===== src/rtl/bpred_pkg.sv =====
package bpred_pkg;

  typedef enum logic [1:0] {
    CNT_SNT = 2'b00,
    CNT_WNT = 2'b01,
    CNT_WT  = 2'b10,
    CNT_ST  = 2'b11
  } cnt_t;

  // Move one step toward the resolved direction, saturating at both ends.
  function automatic cnt_t cnt_step(cnt_t cur, logic taken);
    cnt_t nxt;
    nxt = cur;
    if (taken) begin
      if (cur != CNT_ST) nxt = cnt_t'(cur + 2'd1);
    end else begin
      if (cur != CNT_SNT) nxt = cnt_t'(cur - 2'd1);
    end
    return nxt;
  endfunction

endpackage


===== src/rtl/bpred_dir_table.sv =====
module bpred_dir_table
  import bpred_pkg::*;
#(
  parameter int PC_W  = 32,
  parameter int IDX_W = 6
) (
  input  logic            clk,
  input  logic            rst_n,
  input  logic [PC_W-1:0] rd_pc,
  output cnt_t            rd_cnt,
  input  logic            wr_en,
  input  logic [PC_W-1:0] wr_pc,
  input  logic            wr_taken
);

  localparam int DEPTH = 1 << IDX_W;

  logic [IDX_W-1:0] rd_idx;
  logic [IDX_W-1:0] wr_idx;
  cnt_t             tbl [DEPTH];

  assign rd_idx = rd_pc[IDX_W+1:2];
  assign wr_idx = wr_pc[IDX_W+1:2];

  logic unused_pc_bits;
  assign unused_pc_bits = ^{rd_pc[PC_W-1:IDX_W+2], rd_pc[1:0],
                            wr_pc[PC_W-1:IDX_W+2], wr_pc[1:0]};

  for (genvar g = 0; g < DEPTH; g++) begin : g_entry
    always_ff @(posedge clk or negedge rst_n) begin
      if (!rst_n) begin
        tbl[g] <= CNT_WNT;
      end else if (wr_en && (wr_idx == IDX_W'(g))) begin
        tbl[g] <= cnt_step(tbl[g], wr_taken);
      end
    end
  end

  assign rd_cnt = tbl[rd_idx];

  AST_SAT_HIGH: assert property (@(posedge clk) disable iff (!rst_n)
    (wr_en && wr_taken && tbl[wr_idx] == CNT_ST) |=> tbl[$past(wr_idx)] == CNT_ST);

  AST_SAT_LOW: assert property (@(posedge clk) disable iff (!rst_n)
    (wr_en && !wr_taken && tbl[wr_idx] == CNT_SNT) |=> tbl[$past(wr_idx)] == CNT_SNT);

  AST_ONE_MISS_HOLDS: assert property (@(posedge clk) disable iff (!rst_n)
    (wr_en && !wr_taken && tbl[wr_idx] == CNT_ST) |=> tbl[$past(wr_idx)] == CNT_WT);

endmodule


===== src/rtl/bpred_tgt_buf.sv =====
module bpred_tgt_buf #(
  parameter int PC_W  = 32,
  parameter int IDX_W = 4
) (
  input  logic            clk,
  input  logic            rst_n,
  input  logic [PC_W-1:0] rd_pc,
  output logic            rd_hit,
  output logic [PC_W-1:0] rd_tgt,
  input  logic            wr_en,
  input  logic [PC_W-1:0] wr_pc,
  input  logic [PC_W-1:0] wr_tgt
);

  localparam int DEPTH = 1 << IDX_W;
  localparam int TAG_W = PC_W - 2 - IDX_W;

  logic [IDX_W-1:0] rd_idx, wr_idx;
  logic [TAG_W-1:0] rd_tag, wr_tag;

  logic [DEPTH-1:0] vld;
  logic [TAG_W-1:0] tag_q [DEPTH];
  logic [PC_W-1:0]  tgt_q [DEPTH];

  assign rd_idx = rd_pc[IDX_W+1:2];
  assign wr_idx = wr_pc[IDX_W+1:2];
  assign rd_tag = rd_pc[PC_W-1:IDX_W+2];
  assign wr_tag = wr_pc[PC_W-1:IDX_W+2];

  logic unused_pc_bits;
  assign unused_pc_bits = ^{rd_pc[1:0], wr_pc[1:0]};

  for (genvar g = 0; g < DEPTH; g++) begin : g_entry
    always_ff @(posedge clk or negedge rst_n) begin
      if (!rst_n) begin
        vld[g]   <= 1'b0;
        tag_q[g] <= '0;
        tgt_q[g] <= '0;
      end else if (wr_en && (wr_idx == IDX_W'(g))) begin
        vld[g]   <= 1'b1;
        tag_q[g] <= wr_tag;
        tgt_q[g] <= wr_tgt;
      end
    end
  end

  assign rd_hit = vld[rd_idx] && (tag_q[rd_idx] == rd_tag);
  assign rd_tgt = tgt_q[rd_idx];

  AST_ALLOC_VALID: assert property (@(posedge clk) disable iff (!rst_n)
    wr_en |=> (vld[$past(wr_idx)] && tgt_q[$past(wr_idx)] == $past(wr_tgt)));

  AST_IDLE_STABLE: assert property (@(posedge clk) disable iff (!rst_n)
    !wr_en |=> $stable(vld));

endmodule


===== src/rtl/bpred_top.sv =====
module bpred_top
  import bpred_pkg::*;
#(
  parameter int PC_W      = 32,
  parameter int IDX_W     = 6,
  parameter int BTB_IDX_W = 4
) (
  input  logic            clk,
  input  logic            rst_n,
  input  logic            lk_valid,
  input  logic [PC_W-1:0] lk_pc,
  output logic            pd_valid,
  output logic            pd_taken,
  output logic [PC_W-1:0] pd_next_pc,
  input  logic            up_valid,
  input  logic [PC_W-1:0] up_pc,
  input  logic            up_taken,
  input  logic [PC_W-1:0] up_target
);

  localparam logic [PC_W-1:0] INSN_BYTES = PC_W'(4);

  cnt_t            lk_cnt;
  logic            lk_hit;
  logic [PC_W-1:0] lk_tgt;
  logic [PC_W-1:0] fall_pc;

  bpred_dir_table #(.PC_W(PC_W), .IDX_W(IDX_W)) u_dir (
    .clk      (clk),
    .rst_n    (rst_n),
    .rd_pc    (lk_pc),
    .rd_cnt   (lk_cnt),
    .wr_en    (up_valid),
    .wr_pc    (up_pc),
    .wr_taken (up_taken)
  );

  bpred_tgt_buf #(.PC_W(PC_W), .IDX_W(BTB_IDX_W)) u_btb (
    .clk    (clk),
    .rst_n  (rst_n),
    .rd_pc  (lk_pc),
    .rd_hit (lk_hit),
    .rd_tgt (lk_tgt),
    .wr_en  (up_valid && up_taken),
    .wr_pc  (up_pc),
    .wr_tgt (up_target)
  );

  assign fall_pc = lk_pc + INSN_BYTES;

  always_comb begin
    pd_valid   = lk_valid;
    pd_taken   = lk_valid && lk_hit && lk_cnt[1];
    pd_next_pc = pd_taken ? lk_tgt : fall_pc;
  end

  AST_NO_PRED_IDLE: assert property (@(posedge clk) disable iff (!rst_n)
    !lk_valid |-> !pd_taken);

  AST_TAKEN_NEEDS_HIT: assert property (@(posedge clk) disable iff (!rst_n)
    pd_taken |-> (lk_hit && lk_cnt inside {CNT_WT, CNT_ST}));

  AST_MISS_FALLS: assert property (@(posedge clk) disable iff (!rst_n)
    (lk_valid && !lk_hit) |-> pd_next_pc == lk_pc + INSN_BYTES);

endmodule


===== config.mk =====
export PLATFORM = sky130hd
export DESIGN_NAME = bpred_top
export DESIGN_NICKNAME = d
export VERILOG_FILES = /design/src/rtl/bpred_pkg.sv /design/src/rtl/bpred_dir_table.sv /design/src/rtl/bpred_tgt_buf.sv /design/src/rtl/bpred_top.sv
export SDC_FILE = /design/constraint.sdc
export NUM_CORES = 2
export LEC_CHECK = 0
export BUFFER_PORTS_ARGS = -buffer_cell sky130_fd_sc_hd__buf_4
export CAP_MARGIN = 20
export CORE_AREA = 2 2 301 303
export CTS_CLUSTER_SIZE = 12
export DETAILED_ROUTE_END_ITERATION = 12
export DIE_AREA = 0 0 303 305
export PLACE_DENSITY = 0.76
export SETUP_SLACK_MARGIN = 0.02
export SLEW_MARGIN = 20
export SYNTH_ARGS = -nofsm -noshare
export SYNTH_HDL_FRONTEND = slang
export SYNTH_SLANG_ARGS = --single-unit

===== constraint.sdc =====
create_clock -name clk -period 4.83 [get_ports clk]
set_input_delay 0.966 -clock clk [delete_from_list [all_inputs] [get_ports clk]]
set_output_delay 0.966 -clock clk [all_outputs]
set_load 0.01 [all_outputs]

**Yosys cells after proc, flatten, opt, wreduce, memory -nomap -nowiden**

Index checks and enable logic that the tools add are counted.

- $add $sub $neg: 129
- Multipliers: 0
- Div/mod/pow operators: 0
- Magnitude comparators: 3
- Equal/unequal tests: 207
- Shifts and indexed selects: 0
- Mux-type cells: 204
- Bitwise operators: 2
- Reductions and logical operators: 278

Operator list:

| kind | number |
|---|---|
| 2-to-1 mux 2 bit | 194 |
| nonzero test 2 bit | 128 |
| == test 6 bit, second input constant | 32 |
| AND reduction 3 bit | 64 |
| adder 2 x 1 -> 2 bit, second input constant | 64 |
| binary-select mux 32 bit (select 4 bit) | 1 |
| != test 2 x 1 -> 1 bit, second input constant | 64 |
| != test 2 bit, second input constant | 64 |
| subtractor 2 x 1 -> 2 bit, second input constant | 64 |
| binary-select mux 26 bit (select 4 bit) | 1 |
| == test 6 x 5 -> 1 bit, second input constant | 16 |
| 2-to-1 mux 32 bit | 3 |
| logical AND 1 bit | 84 |
| 2-to-1 mux 26 bit | 2 |
| == test 6 x 4 -> 1 bit, second input constant | 8 |
| adder 32 x 3 -> 32 bit, second input constant | 1 |
| == test 4 bit, second input constant | 8 |
| == test 26 bit | 1 |
| == test 6 x 3 -> 1 bit, second input constant | 4 |
| == test 4 x 3 -> 1 bit, second input constant | 4 |
| binary-select mux 2 bit (select 6 bit) | 1 |
| == test 6 x 2 -> 1 bit, second input constant | 2 |
| == test 4 x 2 -> 1 bit, second input constant | 2 |
| >= comparator 7 bit, second input constant | 1 |
| other kinds (10) | 10 |

- Flip-flop bits (word level): 1072
- Bits in latches: 0
- RAM bits: 0
- Bits in read-only memories: 0
- Bits of input ports: 101
- Output and inout port bits: 34
- Logic and storage cells: 935
- Memories kept: 0

**Depth between registers and ports, before layout**

- Depth after elaboration: 9
- Depth in mapped cells: 14
- Gate-level depth less buffers: 8

**Modules after synthesis**

A second synthesis with hierarchy kept.

- Cell total of the unflattened synthesis: 3741
- Area, all modules: 51941.1 sq um

Modules (own cells, without submodules):

| module | times used | cells an instance | area an instance (sq um) | seq. area each (sq um) |
|---|---|---|---|---|
| bpred_tgt_buf | 1 | 2624 | 42788.5 | 23622.7 |
| bpred_dir_table | 1 | 935 | 8125.3 | 3283.1 |
| bpred_top | 1 | 182 | 1027.2 | 0.0 |

**Worst setup path before layout**

Ideal clock, no wire load.

- Path type: input-to-output
- Start point: in lk_pc[3]
- End point: out pd_next_pc[23]
- Arrival: 3902 ps
- Data required time: 3864 ps
- Path slack: -38 ps
- Cell stages on the path: 12
- Path buffers: 5
- Cells stage by stage: buf_2 > buf_4 > buf_2 > buf_1 > mux4_2 > a211oi_1 > a21oi_1 > xnor2_1 > nand4_1 > nor4_4 > buf_6 > mux2_1

- Longest elaborated chain between the ends: 9
- Elaborated cells on any way between the ends: 19
- Those cells by class: add/sub: 1; eq/ne: 1; mux: 12; bitwise: 2; reduce/logical: 3

RTL lines:

| element | RTL line | source |
|---|---|---|
| start, declared | bpred_top.sv:11 | `input logic [PC_W-1:0] lk_pc,` |
| NOT 4 -> 5 bit (implied by the code) | bpred_tgt_buf.sv:47 | `assign rd_hit = vld[rd_idx] && (tag_q[rd_idx] == rd_tag);` |
| binary-select mux 26 bit (select 4 bit) | bpred_tgt_buf.sv:47 |  |
| 2-to-1 mux 26 bit (implied by the code) (2 in series) | bpred_tgt_buf.sv:47 |  |
| == test 26 bit | bpred_tgt_buf.sv:47 |  |
| logical AND 1 bit | bpred_tgt_buf.sv:47 |  |
| logical AND 1 bit | bpred_top.sv:53 | `pd_taken = lk_valid && lk_hit && lk_cnt[1];` |
| logical AND 1 bit (*) | bpred_top.sv:53 |  |
| net pd_taken | bpred_top.sv:13 | `output logic pd_taken,` |
| 2-to-1 mux 32 bit (*) | bpred_top.sv:54 | `pd_next_pc = pd_taken ? lk_tgt : fall_pc;` |
| end, declared | bpred_top.sv:14 | `output logic [PC_W-1:0] pd_next_pc,` |

Mark *: on every way through the listed nets, which the timed path passes. The rest lies on a longest branch. The select of a mux whose other input is x is not followed.

**Final worst setup path**

- Start point: in lk_pc[3]
- End point: out pd_next_pc[8]

- Longest elaborated chain between the ends: 9
- Elaborated cells on any way between the ends: 19
- Those cells by class: add/sub: 1; eq/ne: 1; mux: 12; bitwise: 2; reduce/logical: 3

RTL lines:

| element | RTL line |
|---|---|
| NOT 4 -> 5 bit (implied by the code) | bpred_tgt_buf.sv:47, bpred_tgt_buf.sv:48 |
| binary-select mux 26 bit (select 4 bit) | bpred_tgt_buf.sv:47 |
| 2-to-1 mux 26 bit (implied by the code) (2 in series) | bpred_tgt_buf.sv:47 |
| == test 26 bit | bpred_tgt_buf.sv:47 |
| logical AND 1 bit | bpred_tgt_buf.sv:47 |
| logical AND 1 bit (2 in series) | bpred_top.sv:53 |
| 2-to-1 mux 32 bit (*) | bpred_top.sv:54 |

Mark *: on every way between the ends. The rest lies on a longest branch, timed or not. The select of a mux whose other input is x is not followed.

==> out/qor.yml <==
routed_wirelength_um: 131000
die-area_um2: 92400
postSynthAreaPerCell_um2: 14.3
leakage_nw: 25.0
synth_ff_type: "dfrtp_1"
place_inst: 4716
numPortBuffers: 132
rsz0062_at_grt: "true"
netlist_area_um2: 50400
yosysUniqueCellTypes: 49
antennaDiodeCount: 0
layout_commonest_cell: "dfrtp_1"
hpwlAfterDp_um: 76900
worst_slew_pin_slew_ps: 1010
detail-route-antenna-nets: 0
synth_area_leaders: "dfrtp_1 50%, mux2_2 21%, mux4_2 13%"
cts_root_buf: "clkbuf_16"
fin_skew_ps: 13.6
vdd_drop_max_v: 0.000366
place_congestion: 0.822
grtUsageTotal_pct: 28.8
rows: 110
drc_errors: 5
setup_viol: 33
setup_slack_ps: -335
synth_edf_count: 0
synthCells: 3539
nets: 3774
crit_fanout: 14
clock_sinks: 1072
grt_pass1_vias: 32408
async_flop_share_pct: 100
layout.area.seq_um2: 26900
hold_violations: 0
slew_violations: 0
antenna_found_initial: 5
yosysTopAreaCell: "dfrtp_1"
synth_compound_area_share_pct: 4.34
ys_ff_latch: 1072
routed_via_density: 6.42
yosysSeqAreaShare_pct: 53.3
cts_max_level: 3
drtIter0Drc: 2805
synth_simple_gate_area_share_pct: 3.86
syn-num-nets: 3641
fmax_ghz: 0.194
fill_cells: 6291
fin_cells: 4925
violations: "design-rule violations, negative setup slack"
status: "finished with violations"
muxShareOfSynthArea_pct: 35.2
coreArea_um2: 89300
io_pins: 135
slew_headroom_pct: 32.6
cts_tree: "built"
multi_input_area_um2: 22700
synthXorXnorAreaFrac_pct: 0.903
die_x_um: 303
max_cap_viol_count: 0
grt_max_degree: 124
chipHeight_um: 305
required_ps: 3860
path_class: "input port to output pin"
yosysWarnings: 0
gr-total-overflow: 0
clk_latency_ps: 690
worst_hold_path_type: "input port to asynchronous set/reset pin"
yosys.area.top_type_share_pct: 50.0
min_period_ps: 5160
synthAdderAreaFrac_pct: 0.0248
cts.clk_slew.worst_paths_ps: 60
dp_slack_ps: -480
grt_pass1_wl_um: 201000
min_period_over_period_pct: 107
via_count: 31615
avgRoutedWirePerCell_um: 26.5
cts_hold_buf: 0
cts_buffers: 109
arrival_ps: 4200
mostFrequentLayoutCells: "1008 x dfrtp_1, 932 x mux2_2, 285 x mux4_2, 222 x o21ai_0, 208 x buf_4"
start_util_pct: 56.5
synth_top_family_by_area: "multiplexers"
cts_max_path_buffers: 3
dr.pass1.iters: 12
area_delta_synth_final_pct: 13.9
p_per_area_nw_per_um2: 407
start_kind: "input port"
drive_above_1_share_pct: 47.7
endpoint_kind: "output pin"
[cell families after synthesis]
family	Yosys count
flops	1072
buf+inv	274
simple gates	431
mux	1299
compound gates	410
fa+ha+maj	1
xor+xnor	52
[cells in the mapped netlist (all sizes together) (9+ instances only)]
cell and n:
nand2b 16, xnor2 23, o21ai 223, nand3 15, nand2 177, mux2 961, buf 116, nand3b 11
clkbuf 154, a211oi 10, mux4 285, nor2 137, dfstp 64, a31oi 16, nand4 10, dfrtp 1008
a21oi 129, mux2i 53, nor2b 12, nor3 9, nor3b 17, o31ai 16, xor2 29
[sequential cells by signal, indices dropped and copies added, names as in the netlist]
register / count
u_btb.tag_q: 416
u_dir.tbl: 128
u_btb.vld: 16
u_btb.tgt_q: 512
[path summary, 6_finish.rpt]
check                                from               end  slack (ps)  cells past startpoint
min                                 rst_n    u_dir.tbl[119]         320                      1
min in group clk             u_btb.vld[4]      u_btb.vld[4]         470                      1
max reg2reg                u_dir.tbl[116]    u_dir.tbl[116]        3820                      2
max                              lk_pc[3]     pd_next_pc[8]        -330                     14
max in group asynchronous           rst_n  u_btb.tgt_q[342]        3310                      2
min reg2reg                  u_btb.vld[4]      u_btb.vld[4]         470                      1
[routing by layer]
metal  GRT usage (%)  part of all wire [%]  wire length (um)
met1            41.7                    43             56000
met2            45.3                    48             62800
met3            5.14                   6.8              8840
met4            7.85                   2.2              2910
met5               0                 0.032                42
[critical path, cell delays in order]
cell and delay [ps]:
buf_8 190, buf_6 240, mux4_2 520, mux2i_1 180, mux2i_1 210, xor2_1 210, nor4_2 440, nand3_4 150
nor4_4 170, buf_6 170, buf_12 130, buf_12 140, mux2_4 310, buf_6 120
[metrics by stage]
step / setup TNS [ps] / area [um2] / hold slack [ps] / power [mW] / util, %
6_report: -9470 / 57500 / 316 / 23.4 / 64.3
3_3_place_gp: -16030 / 53400 / 447 / 15.1 / 59.8
4_1_cts: -8200 / 57300 / 353 / 23.5 / 64.1
3_5_place_dp: -14580 / 53400 / 448 / 15.3 / 59.8
2_1_floorplan: 0 / 50400 / 429 / 14.0 / -
5_1_grt: -11530 / 57500 / 373 / 24.4 / 64.3
[area by class of cell]
class / instances / share of cell area (%)
clock buffers: 169 / 5.52
repair buffers: 292 / 5.29
multi-input cells: 2193 / 39.5
flip-flops and latches: 1072 / 46.8
clock inverters: 19 / 0.314
well taps: 1176 / 2.56
inverters: 4 / 0.0283
[what timing repair did]
item | in CTS | in global routing
gates resized for setup | 54 | 33
setup endpoints to repair | 33 | 33
pin swaps | 1 | 0
buffers inserted | 10 | 3
gates cloned | 7 | 2
[power by group]
part / internal [mW] / switching (mW) / total, mW / leakage (nW)
clock network: 4.59 / 3.49 / 8.08 / 1.64
registers: 10.6 / 0.858 / 11.5 / 13.3
logic: 2.30 / 1.51 / 3.81 / 10.1
total: 17.5 / 5.86 / 23.4 / 25.0
Power figures use the tool's default switching activity.
